## config.mk

```make
export PLATFORM = sky130hd
export DESIGN_NAME = mgmt_irq_ctrl
export DESIGN_NICKNAME = d
export VERILOG_FILES = /design/src/rtl/mgmt_irq_pkg.sv /design/src/rtl/mgmt_req_qual.sv /design/src/rtl/mgmt_mode_fsm.sv /design/src/rtl/mgmt_strobe_steer.sv /design/src/rtl/mgmt_irq_ctrl.sv
export SDC_FILE = /design/constraint.sdc
export NUM_CORES = 1
export LEC_CHECK = 0
export ABC_AREA = 1
export CORE_AREA = 3 3 40 42
export DETAILED_ROUTE_END_ITERATION = 7
export DIE_AREA = 0 0 43 45
export DONT_BUFFER_PORTS = 1
export SETUP_SLACK_MARGIN = 0.05
export SLEW_MARGIN = 10
export SYNTH_ARGS = -nofsm -noshare
export SYNTH_HDL_FRONTEND = slang
export SYNTH_SLANG_ARGS = --single-unit
```

## constraint.sdc

```tcl
create_clock -name clk -period 1 [get_ports clk]
set_clock_uncertainty 0.1 [all_clocks]
set_input_delay 0.1 -clock clk [delete_from_list [all_inputs] [get_ports clk]]
set_output_delay 0.1 -clock clk [all_outputs]
set_load 0.02 [all_outputs]
```

## src/rtl/mgmt_irq_pkg.sv

```systemverilog
// Package: shared types and helpers for the management interrupt controller.
// Assumes: nothing beyond IEEE 1800-2017 constant functions.
package mgmt_irq_pkg;

    // Operating mode of the controller.
    typedef enum logic [0:0] {
        MODE_NORMAL  = 1'b0,
        MODE_SERVICE = 1'b1
    } mode_e;

    // Width needed to hold a run counter reaching n-1, at least one bit.
    function automatic int run_width(input int n);
        return (n <= 2) ? 1 : $clog2(n);
    endfunction

endpackage

```

## src/rtl/mgmt_req_qual.sv

```systemverilog
// Module: request qualifier. Synchronizes the active-low pad, counts
// consecutive low samples and raises req_o once the run reaches QUAL_CYCLES.
// Assumes: mask_i is high while the block itself drives the pad; after the
// mask drops, the pad must be seen high before a new run can count.
module mgmt_req_qual
    import mgmt_irq_pkg::*;
#(
    parameter int SYNC_STAGES = 2,
    parameter int QUAL_CYCLES = 4
) (
    input  logic clk,
    input  logic rst_n,
    input  logic pad_i,
    input  logic enable_i,
    input  logic mask_i,
    output logic req_o
);

    localparam int RW = run_width(QUAL_CYCLES);
    localparam logic [RW-1:0] RUN_TOP = RW'(QUAL_CYCLES - 1);

    logic [SYNC_STAGES-1:0] sync_q;
    logic                   pad_low;
    logic                   armed_q;
    logic                   active;
    logic [RW-1:0]          run_q;

    generate
        if (SYNC_STAGES == 1) begin : g_sync_one
            // Single-stage pad capture.
            always_ff @(posedge clk) begin
                if (!rst_n) sync_q <= '1;
                else        sync_q <= pad_i;
            end
        end else begin : g_sync_chain
            // Multi-stage pad synchronizer shifting toward the MSB.
            always_ff @(posedge clk) begin
                if (!rst_n) sync_q <= '1;
                else        sync_q <= {sync_q[SYNC_STAGES-2:0], pad_i};
            end
        end
    endgenerate

    assign pad_low = ~sync_q[SYNC_STAGES-1];
    assign active  = pad_low && armed_q && enable_i && !mask_i;

    // Arm flag: dropped while masked, set again once the pad reads high.
    always_ff @(posedge clk) begin
        if (!rst_n)        armed_q <= 1'b1;
        else if (mask_i)   armed_q <= 1'b0;
        else if (!pad_low) armed_q <= 1'b1;
    end

    // Run counter of consecutive qualified low samples, saturating at the top.
    always_ff @(posedge clk) begin
        if (!rst_n)              run_q <= '0;
        else if (!active)        run_q <= '0;
        else if (run_q != RUN_TOP) run_q <= run_q + 1'b1;
    end

    assign req_o = active && (run_q == RUN_TOP);

    assert_masked_quiet_R6: assert property (@(posedge clk) disable iff (!rst_n)
        mask_i |-> !req_o);

    generate
        if (QUAL_CYCLES == 4) begin : g_run_chk
            assert_full_run_R2: assert property (@(posedge clk) disable iff (!rst_n)
                req_o |-> ($past(pad_low, 1) && $past(pad_low, 2) && $past(pad_low, 3)));
        end
    endgenerate

endmodule

```

## src/rtl/mgmt_mode_fsm.sv

```systemverilog
// Module: mode state machine and interrupt arbiter. Gives the qualified
// management request priority over a pending NMI and holds the mode until exit.
// Assumes: req_i drops on its own once mode is entered (qualifier is masked).
module mgmt_mode_fsm
    import mgmt_irq_pkg::*;
(
    input  logic clk,
    input  logic rst_n,
    input  logic req_i,
    input  logic nmi_req_i,
    input  logic exit_i,
    output logic in_mode_o,
    output logic mgmt_ack_o,
    output logic nmi_ack_o
);

    mode_e state_q;
    logic  nmi_prev_q;
    logic  nmi_pend_q;
    logic  nmi_rise;
    logic  nmi_take;
    logic  mgmt_take;

    assign nmi_rise  = nmi_req_i && !nmi_prev_q;
    assign mgmt_take = (state_q == MODE_NORMAL) && req_i;
    assign nmi_take  = (state_q == MODE_NORMAL) && !req_i && nmi_pend_q;

    // Mode register: enter on a qualified request, leave on exit.
    always_ff @(posedge clk) begin
        if (!rst_n) begin
            state_q <= MODE_NORMAL;
        end else begin
            case (state_q)
                MODE_NORMAL:  if (req_i)  state_q <= MODE_SERVICE;
                MODE_SERVICE: if (exit_i) state_q <= MODE_NORMAL;
                default:                  state_q <= MODE_NORMAL;
            endcase
        end
    end

    // NMI edge detect and pending latch, cleared when acknowledged.
    always_ff @(posedge clk) begin
        if (!rst_n) begin
            nmi_prev_q <= 1'b0;
            nmi_pend_q <= 1'b0;
        end else begin
            nmi_prev_q <= nmi_req_i;
            nmi_pend_q <= (nmi_pend_q && !nmi_take) || nmi_rise;
        end
    end

    // Registered one-cycle acknowledges.
    always_ff @(posedge clk) begin
        if (!rst_n) begin
            mgmt_ack_o <= 1'b0;
            nmi_ack_o  <= 1'b0;
        end else begin
            mgmt_ack_o <= mgmt_take;
            nmi_ack_o  <= nmi_take;
        end
    end

    assign in_mode_o = (state_q == MODE_SERVICE);

    assert_ack_exclusive_R3: assert property (@(posedge clk) disable iff (!rst_n)
        $onehot0({mgmt_ack_o, nmi_ack_o}));
    assert_nmi_held_R3: assert property (@(posedge clk) disable iff (!rst_n)
        (in_mode_o && $past(in_mode_o)) |-> !nmi_ack_o);
    assert_ack_enters_mode_R1: assert property (@(posedge clk) disable iff (!rst_n)
        mgmt_ack_o |-> in_mode_o);
    assert_exit_leaves_R4: assert property (@(posedge clk) disable iff (!rst_n)
        (in_mode_o && exit_i) |=> !in_mode_o);

endmodule

```

## src/rtl/mgmt_strobe_steer.sv

```systemverilog
// Module: address strobe steering. Turns a cycle start pulse into a one-cycle
// active-low strobe on the normal or the management output, by mode.
// Assumes: mode_i is stable at the edge that samples cyc_start_i.
module mgmt_strobe_steer (
    input  logic clk,
    input  logic rst_n,
    input  logic cyc_start_i,
    input  logic mode_i,
    input  logic hold_ack_i,
    input  logic enable_i,
    output logic astb_n_o,
    output logic astb_oe_o,
    output logic mstb_n_o,
    output logic mstb_oe_o
);

    // Registered strobes, one cycle after the start pulse.
    always_ff @(posedge clk) begin
        if (!rst_n) begin
            astb_n_o <= 1'b1;
            mstb_n_o <= 1'b1;
        end else begin
            astb_n_o <= !(cyc_start_i && !mode_i);
            mstb_n_o <= !(cyc_start_i && mode_i);
        end
    end

    // Output enables: float on hold, management strobe also needs enable.
    always_comb begin
        astb_oe_o = !hold_ack_i;
        mstb_oe_o = enable_i && !hold_ack_i;
    end

    assert_strobe_exclusive_R7: assert property (@(posedge clk) disable iff (!rst_n)
        !(!astb_n_o && !mstb_n_o));
    assert_mstb_from_mode_R7: assert property (@(posedge clk) disable iff (!rst_n)
        !mstb_n_o |-> ($past(mode_i) && $past(cyc_start_i)));
    assert_mstb_float_hold_R8: assert property (@(posedge clk) disable iff (!rst_n)
        hold_ack_i |-> (!mstb_oe_o && !astb_oe_o));

endmodule

```

## src/rtl/mgmt_irq_ctrl.sv

```systemverilog
// Module: top of the management interrupt controller. Connects the request
// qualifier, the mode/arbiter state machine and the strobe steering, and
// drives the shared request pad low while in management mode.
// Assumes: the pad is open drain; req_pad_i reads the wired level.
module mgmt_irq_ctrl #(
    parameter int SYNC_STAGES = 2,
    parameter int QUAL_CYCLES = 4
) (
    input  logic clk,
    input  logic rst_n,
    input  logic req_pad_i,
    input  logic nmi_req_i,
    input  logic mgmt_en_i,
    input  logic cyc_start_i,
    input  logic hold_ack_i,
    input  logic exit_i,
    output logic req_pad_o,
    output logic req_pad_oe,
    output logic astb_n_o,
    output logic astb_oe,
    output logic mstb_n_o,
    output logic mstb_oe,
    output logic mgmt_ack_o,
    output logic nmi_ack_o,
    output logic in_mode_o
);

    logic qual_req;
    logic in_mode;

    mgmt_req_qual #(
        .SYNC_STAGES (SYNC_STAGES),
        .QUAL_CYCLES (QUAL_CYCLES)
    ) u_qual (
        .clk      (clk),
        .rst_n    (rst_n),
        .pad_i    (req_pad_i),
        .enable_i (mgmt_en_i),
        .mask_i   (in_mode),
        .req_o    (qual_req)
    );

    mgmt_mode_fsm u_fsm (
        .clk        (clk),
        .rst_n      (rst_n),
        .req_i      (qual_req),
        .nmi_req_i  (nmi_req_i),
        .exit_i     (exit_i),
        .in_mode_o  (in_mode),
        .mgmt_ack_o (mgmt_ack_o),
        .nmi_ack_o  (nmi_ack_o)
    );

    mgmt_strobe_steer u_steer (
        .clk         (clk),
        .rst_n       (rst_n),
        .cyc_start_i (cyc_start_i),
        .mode_i      (in_mode),
        .hold_ack_i  (hold_ack_i),
        .enable_i    (mgmt_en_i),
        .astb_n_o    (astb_n_o),
        .astb_oe_o   (astb_oe),
        .mstb_n_o    (mstb_n_o),
        .mstb_oe_o   (mstb_oe)
    );

    // Pad drive: pull low for the whole service routine.
    always_comb begin
        req_pad_oe = in_mode;
        req_pad_o  = !in_mode;
        in_mode_o  = in_mode;
    end

    assert_pad_held_R4: assert property (@(posedge clk) disable iff (!rst_n)
        (req_pad_oe && !exit_i) |=> (req_pad_oe && !req_pad_o));
    assert_no_ack_disabled_R5: assert property (@(posedge clk) disable iff (!rst_n)
        !$past(mgmt_en_i) |-> !mgmt_ack_o);

endmodule

```

# Word-level counts from Yosys, hierarchy flattened
# Index checks and enable logic that the tools add are counted.
dict set report word_totals {
  reg_bits 12
  elab_cells 42
}
dict set report classes {
  addsub 1
  n_eq_ne 2
  muxes 5
  bitwise 2
  n_reduce_logical 22
}
# op count
set op_table {}
lappend op_table {{logical AND 1 bit} 12}
lappend op_table {{zero test 1 bit} 7}
lappend op_table {{two-way mux 1 bit} 4}
lappend op_table {{adder 2 x 1 -> 2 bit (second input constant)} 1}
lappend op_table {{== test 2 bit (second input constant)} 1}
lappend op_table {{inequality test 2 bit (second input constant)} 1}
lappend op_table {{inverter 1 bit} 2}
lappend op_table {{one-hot mux 1 bit (2 select lines)} 1}
lappend op_table {{AND reduction 2 bit} 1}
lappend op_table {{nonzero test 2 bit} 1}
lappend op_table {{logical OR 1 bit} 1}

# Logic depth before layout (Yosys ltp)
dict set report logic_depth {
  word_depth 11
  depth_mapped 6
}

# Cells and area by module
# A second synthesis with hierarchy kept.
dict set report unflattened {
  cells_unflattened 63
  area_unflattened_um2 456.7
}
# module instances cells_per_inst area_each_um2
set by_module_without_submodules {}
lappend by_module_without_submodules {mgmt_req_qual 1 30 207.7}
lappend by_module_without_submodules {mgmt_mode_fsm 1 23 170.2}
lappend by_module_without_submodules {mgmt_strobe_steer 1 8 67.6}
lappend by_module_without_submodules {mgmt_irq_ctrl 1 2 11.3}

# Least setup slack after synthesis
# No wires, ideal clock.
dict set report synth_timing {
  path_type {register to register}
  startpoint {reg u_fsm.state_q, in the netlist u_fsm.in_mode_o}
  endpoint {reg u_fsm.state_q, in the netlist u_fsm.in_mode_o}
  arrival_ns 0.977
  required_time_ns 0.834
  path_slack_ns -0.143
  path_stages_with_launch 4
  path_buffers 0
  period_less_slack_ns 1.143
  cell_sequence {dfxtp_1 > inv_2 > or2_1 > a21oi_2}
}
dict set report synth_via {
  elab_chain_len 5
  elab_cells_between_ends 6
  cone_classes {2 x mux; 1 x bitwise; 3 x reduce/logical}
}
# element line_no
set synth_lines {}
lappend synth_lines {{start, declared} mgmt_mode_fsm.sv:17} ;# mode_e state_q;
lappend synth_lines {{start signal, assigned} mgmt_mode_fsm.sv:31} ;# state_q <= MODE_NORMAL;
lappend synth_lines {{start signal, assigned} mgmt_mode_fsm.sv:34} ;# MODE_NORMAL: if (req_i) state_q <= MODE_SERVICE;
lappend synth_lines {{start signal, assigned} mgmt_mode_fsm.sv:35} ;# MODE_SERVICE: if (exit_i) state_q <= MODE_NORMAL;
lappend synth_lines {{zero test 1 bit} -}
lappend synth_lines {{via req_pad_o} mgmt_irq_ctrl.sv:17} ;# output logic req_pad_o,
lappend synth_lines {{logical AND 1 bit} mgmt_req_qual.sv:45} ;# assign active = pad_low && armed_q && enable_i && !mask_i;
lappend synth_lines {{logical AND 1 bit} mgmt_req_qual.sv:61} ;# assign req_o = active && (run_q == RUN_TOP);
lappend synth_lines {{two-way mux 1 bit} mgmt_mode_fsm.sv:34}
lappend synth_lines {{one-hot mux 1 bit (2 select lines)} mgmt_mode_fsm.sv:33} ;# case (state_q)
# The timed path passes the listed nets, and every way through them passes these cells.
# A chain may end at the register's enable or synchronous reset.

# Worst setup path after layout
dict set report layout_timing {
  startpoint {reg u_fsm.state_q, in the netlist u_fsm.in_mode_o}
  endpoint {out req_pad_o}
}
dict set report layout_via {
  elab_chain_len 1
}
# element line_no
set layout_lines {}
lappend layout_lines {{zero test 1 bit} mgmt_irq_ctrl.sv:70} ;# req_pad_o = !in_mode;
lappend layout_lines {{end, declared} mgmt_irq_ctrl.sv:17}
# No other way between the ends.

==> impl_metrics.yaml <==
run_status:
  status: "finished, violations left"
  violations: "setup timing"
setup_path:
  max_stage_delay_ns: 0.36
  critPathSlowestCell: "dfxtp_4"
  cp.required_ns: 0.80
  crit_arrival_ns: 0.81
  cp-end-kind: "primary output"
  crit_type: "reg -> out"
  rrSetupSlack_ns: 0.04
  start_kind: "flip-flop"
  crit_chain: "inv_4 > buf_6"
  path_max_fanout: 4
placed_design:
  dp_cells: 63
  dpl-instance-area_sq_um: 457
  pre_cts_ws_ns: -0.00984
  port_buffers: 0
  place_hpwl_microns: 513
  globalplace.congestion: 0.649
cts:
  cts_max_level: 1
  ctsRootBufferMaster: "clkbuf_4"
  cts_sinks: 12
  cts_tree: "built"
  cts_buffers: 3
  cts_buffer_depth: 2
  clock_latency_ns: 0.27
  clk_pin_slew_ns: 0.07
global_route:
  grt_pass1_vias: 321
  track_usage_pct: 9.02
  grt_max_degree: 8
  grt_pass1_wl_microns: 1220
  antenna_found_initial: 0
  grt.overflow.total: 0
  globalRouteMet3Util_pct: 3.98
  grt.met1_usage_pct: 8.76
  grt.met2_usage_pct: 15.0
  busiest_layer: "met2"
sta:
  fmax_mhz: 986
  max_slew.worst_pin.slew_ns: 0.378
  slew_headroom_pct: 74.7
  setup_viol: 1
  fin_ws_ns: -0.0139
  whs_ns: 0.0226
  rsz0062_at_grt: "yes"
  fin_crit_ns: 1.01
  finalHoldViolCount: 0
  maxSlewViolCount: 0
  fin_crit_sh_pct: 101
finish:
  final_cell_mix: "9 x dfxtp_1, 7 x inv_1, 7 x nand2_1"
  design_area_sq_um: 592
  instances_no_fill: 74
  drive_gt1_share_pct: 25.4
  final_common_cell: "dfxtp_1"
  multi_input_area_sq_um: 168
  regArea_sq_um: 246
  diodes: 0
  finalNetCount: 69
  fill_cells: 148
  area_delta_synth_final_pct: 39.9
die:
  die_area_sq_um: 1940
  ios: 17
  die-width_microns: 43
  core_sq_um: 1280
  initial_core_util_pct: 32.9
  dieHeight_microns: 45
  rows: 13
yosys:
  synth.top_cell.area_share_pct: 56.8
  yosysSeqAreaShare_pct: 56.8
  synth_area_leaders: "dfxtp_1 57%, inv_1 6.2%, nand2_1 6.2%"
  syn_area_per_cell_sq_um: 9.00
  synth-compound-area-share_pct: 3.25
  syn_nets: 56
  syn_area_sq_um: 423
  synth.area.mux_share_pct: 2.37
  synth_top_family_by_area: "simple AND/OR/NAND/NOR gates"
  synth-xor-area-share_pct: 2.07
  yosys_warnings: 0
  yosysUniqueCellTypes: 15
  yosys.area.top_type: "dfxtp_1"
  synthCells: 47
  synth_adder_area_share_pct: 2.96
  synth-simple-area-share_pct: 23.7
  ys_ff_latch: 12
power_and_ir_drop:
  p_int_uw: 734
  clkPwrFrac_pct: 40.6
  switchingPower_uw: 187
  vdd_ir_drop_max_mv: 1.03
  total_leakage_power_nw: 0.273
  switching_share_pct: 20.3
  power_density_nw_per_um2: 1560
  p_seq_share_pct: 53.9
  pwr-share-comb_pct: 5.5
drt:
  drtIter0Drc: 1
  wl_per_cell_microns: 9.69
  drtAntennaViolNets: 0
  drc_errors: 0
  firstDrtPassIters: 3
  num_vias: 317
  viasPerCell: 4.28
  routed_wirelength_microns: 717
min_path:
  hold_class: "in -> reg"
job:
  cap_violations: 0
-- synthesized netlist by cell type, drive strengths merged --
master,instances
nor2,5
a21oi,1
nand3,5
ha,1
or2,4
o21ai,1
buf,1
dfxtp,12
inv,8
xor2,1
mux2i,1
nand2,7
-- path summary, 6_finish.rpt --
check | from | end | depth (start not counted)
min | mgmt_en_i | u_fsm.mgmt_ack_o$_SDFF_PN0_ | 4
min reg2reg | u_qual.sync_q[0]$_SDFF_PN1_ | u_qual.sync_q[1]$_SDFF_PN1_ | 1
max | u_fsm.in_mode_o$_SDFF_PN0_ | req_pad_o | 2
max reg2reg | u_fsm.in_mode_o$_SDFF_PN0_ | u_fsm.nmi_ack_o$_SDFF_PN0_ | 4
-- critical path: cells and delay by family (launching register included) --
family | cells | cell delay [ns]
buffers and inverters | 2 | 0.19
DFF | 1 | 0.36
-- per-stage QoR --
step / power [mW] / utilization [%] / setup TNS, ns
after global routing: 0.970 / 46.1 / -0.156
final: 0.921 / 46.1 / -0.0139
after detailed placement: 0.535 / 35.5 / -0.00984
after CTS: 0.937 / 44.4 / -0.103
after floorplan: 0.530 / - / 0
after global placement: 0.534 / 35.5 / -0.00636
-- power groups by stage --
stage | clock network, mW | logic [mW] | registers (mW)
5_1_grt | 0.416 | 0.0570 | 0.498
6_report | 0.374 | 0.0505 | 0.496
3_5_place_dp | 0 | 0.0275 | 0.507
2_1_floorplan | 0 | 0.0245 | 0.506
3_3_place_gp | 0 | 0.0271 | 0.507
4_1_cts | 0.393 | 0.0487 | 0.496
-- repair_timing --
| item | in CTS | in global routing |
|---|---|---|
| pin swaps | 1 | 1 |
| endpoints found under the setup margin | 8 | 9 |
| endpoints found under the hold margin | 12 | 0 |
| resized for setup | 4 | 3 |
| buffers inserted | 0 | 1 |
| hold buffers | 6 | 0 |
-- layer usage --
metal  routed length, microns  share of wire (%)
met5                        0                  0
met4                       18                2.5
met3                       66                9.2
met2                      370                 52
met1                      261                 36
-- state kept, by name, indices dropped and copies added, names as in the netlist --
| register | cells |
|---|---|
| u_fsm.mgmt_ack_o | 1 |
| u_qual.armed_q | 1 |
| u_fsm.nmi_prev_q | 1 |
| u_qual.run_q | 2 |
| u_qual.sync_q | 2 |
| u_steer.mstb_n_o | 1 |
| u_fsm.in_mode_o | 1 |
| u_fsm.nmi_pend_q | 1 |
| u_fsm.nmi_ack_o | 1 |
| u_steer.astb_n_o | 1 |
-- final cells by class --
| cell class | instances | area share, % |
|---|---|---|
| Multi-Input combinational cell | 26 | 28.3 |
| Sequential cell | 12 | 41.6 |
| Timing Repair Buffer | 9 | 15.2 |
| Tap cell | 15 | 3.17 |
| Inverter | 8 | 5.50 |
| Clock buffer | 4 | 6.13 |
-- cells by family (layout without fill, tap and decap cells) --
| group | Yosys count | count (layout) |
|---|---|---|
| buf+inv | 9 | 21 |
| fa+ha+maj | 1 | 1 |
| simple gates | 21 | 21 |
| compound gates | 2 | 2 |
| xor+xnor | 1 | 1 |
| flops | 12 | 12 |
| mux | 1 | 1 |
(Power assumes the default switching activity.)
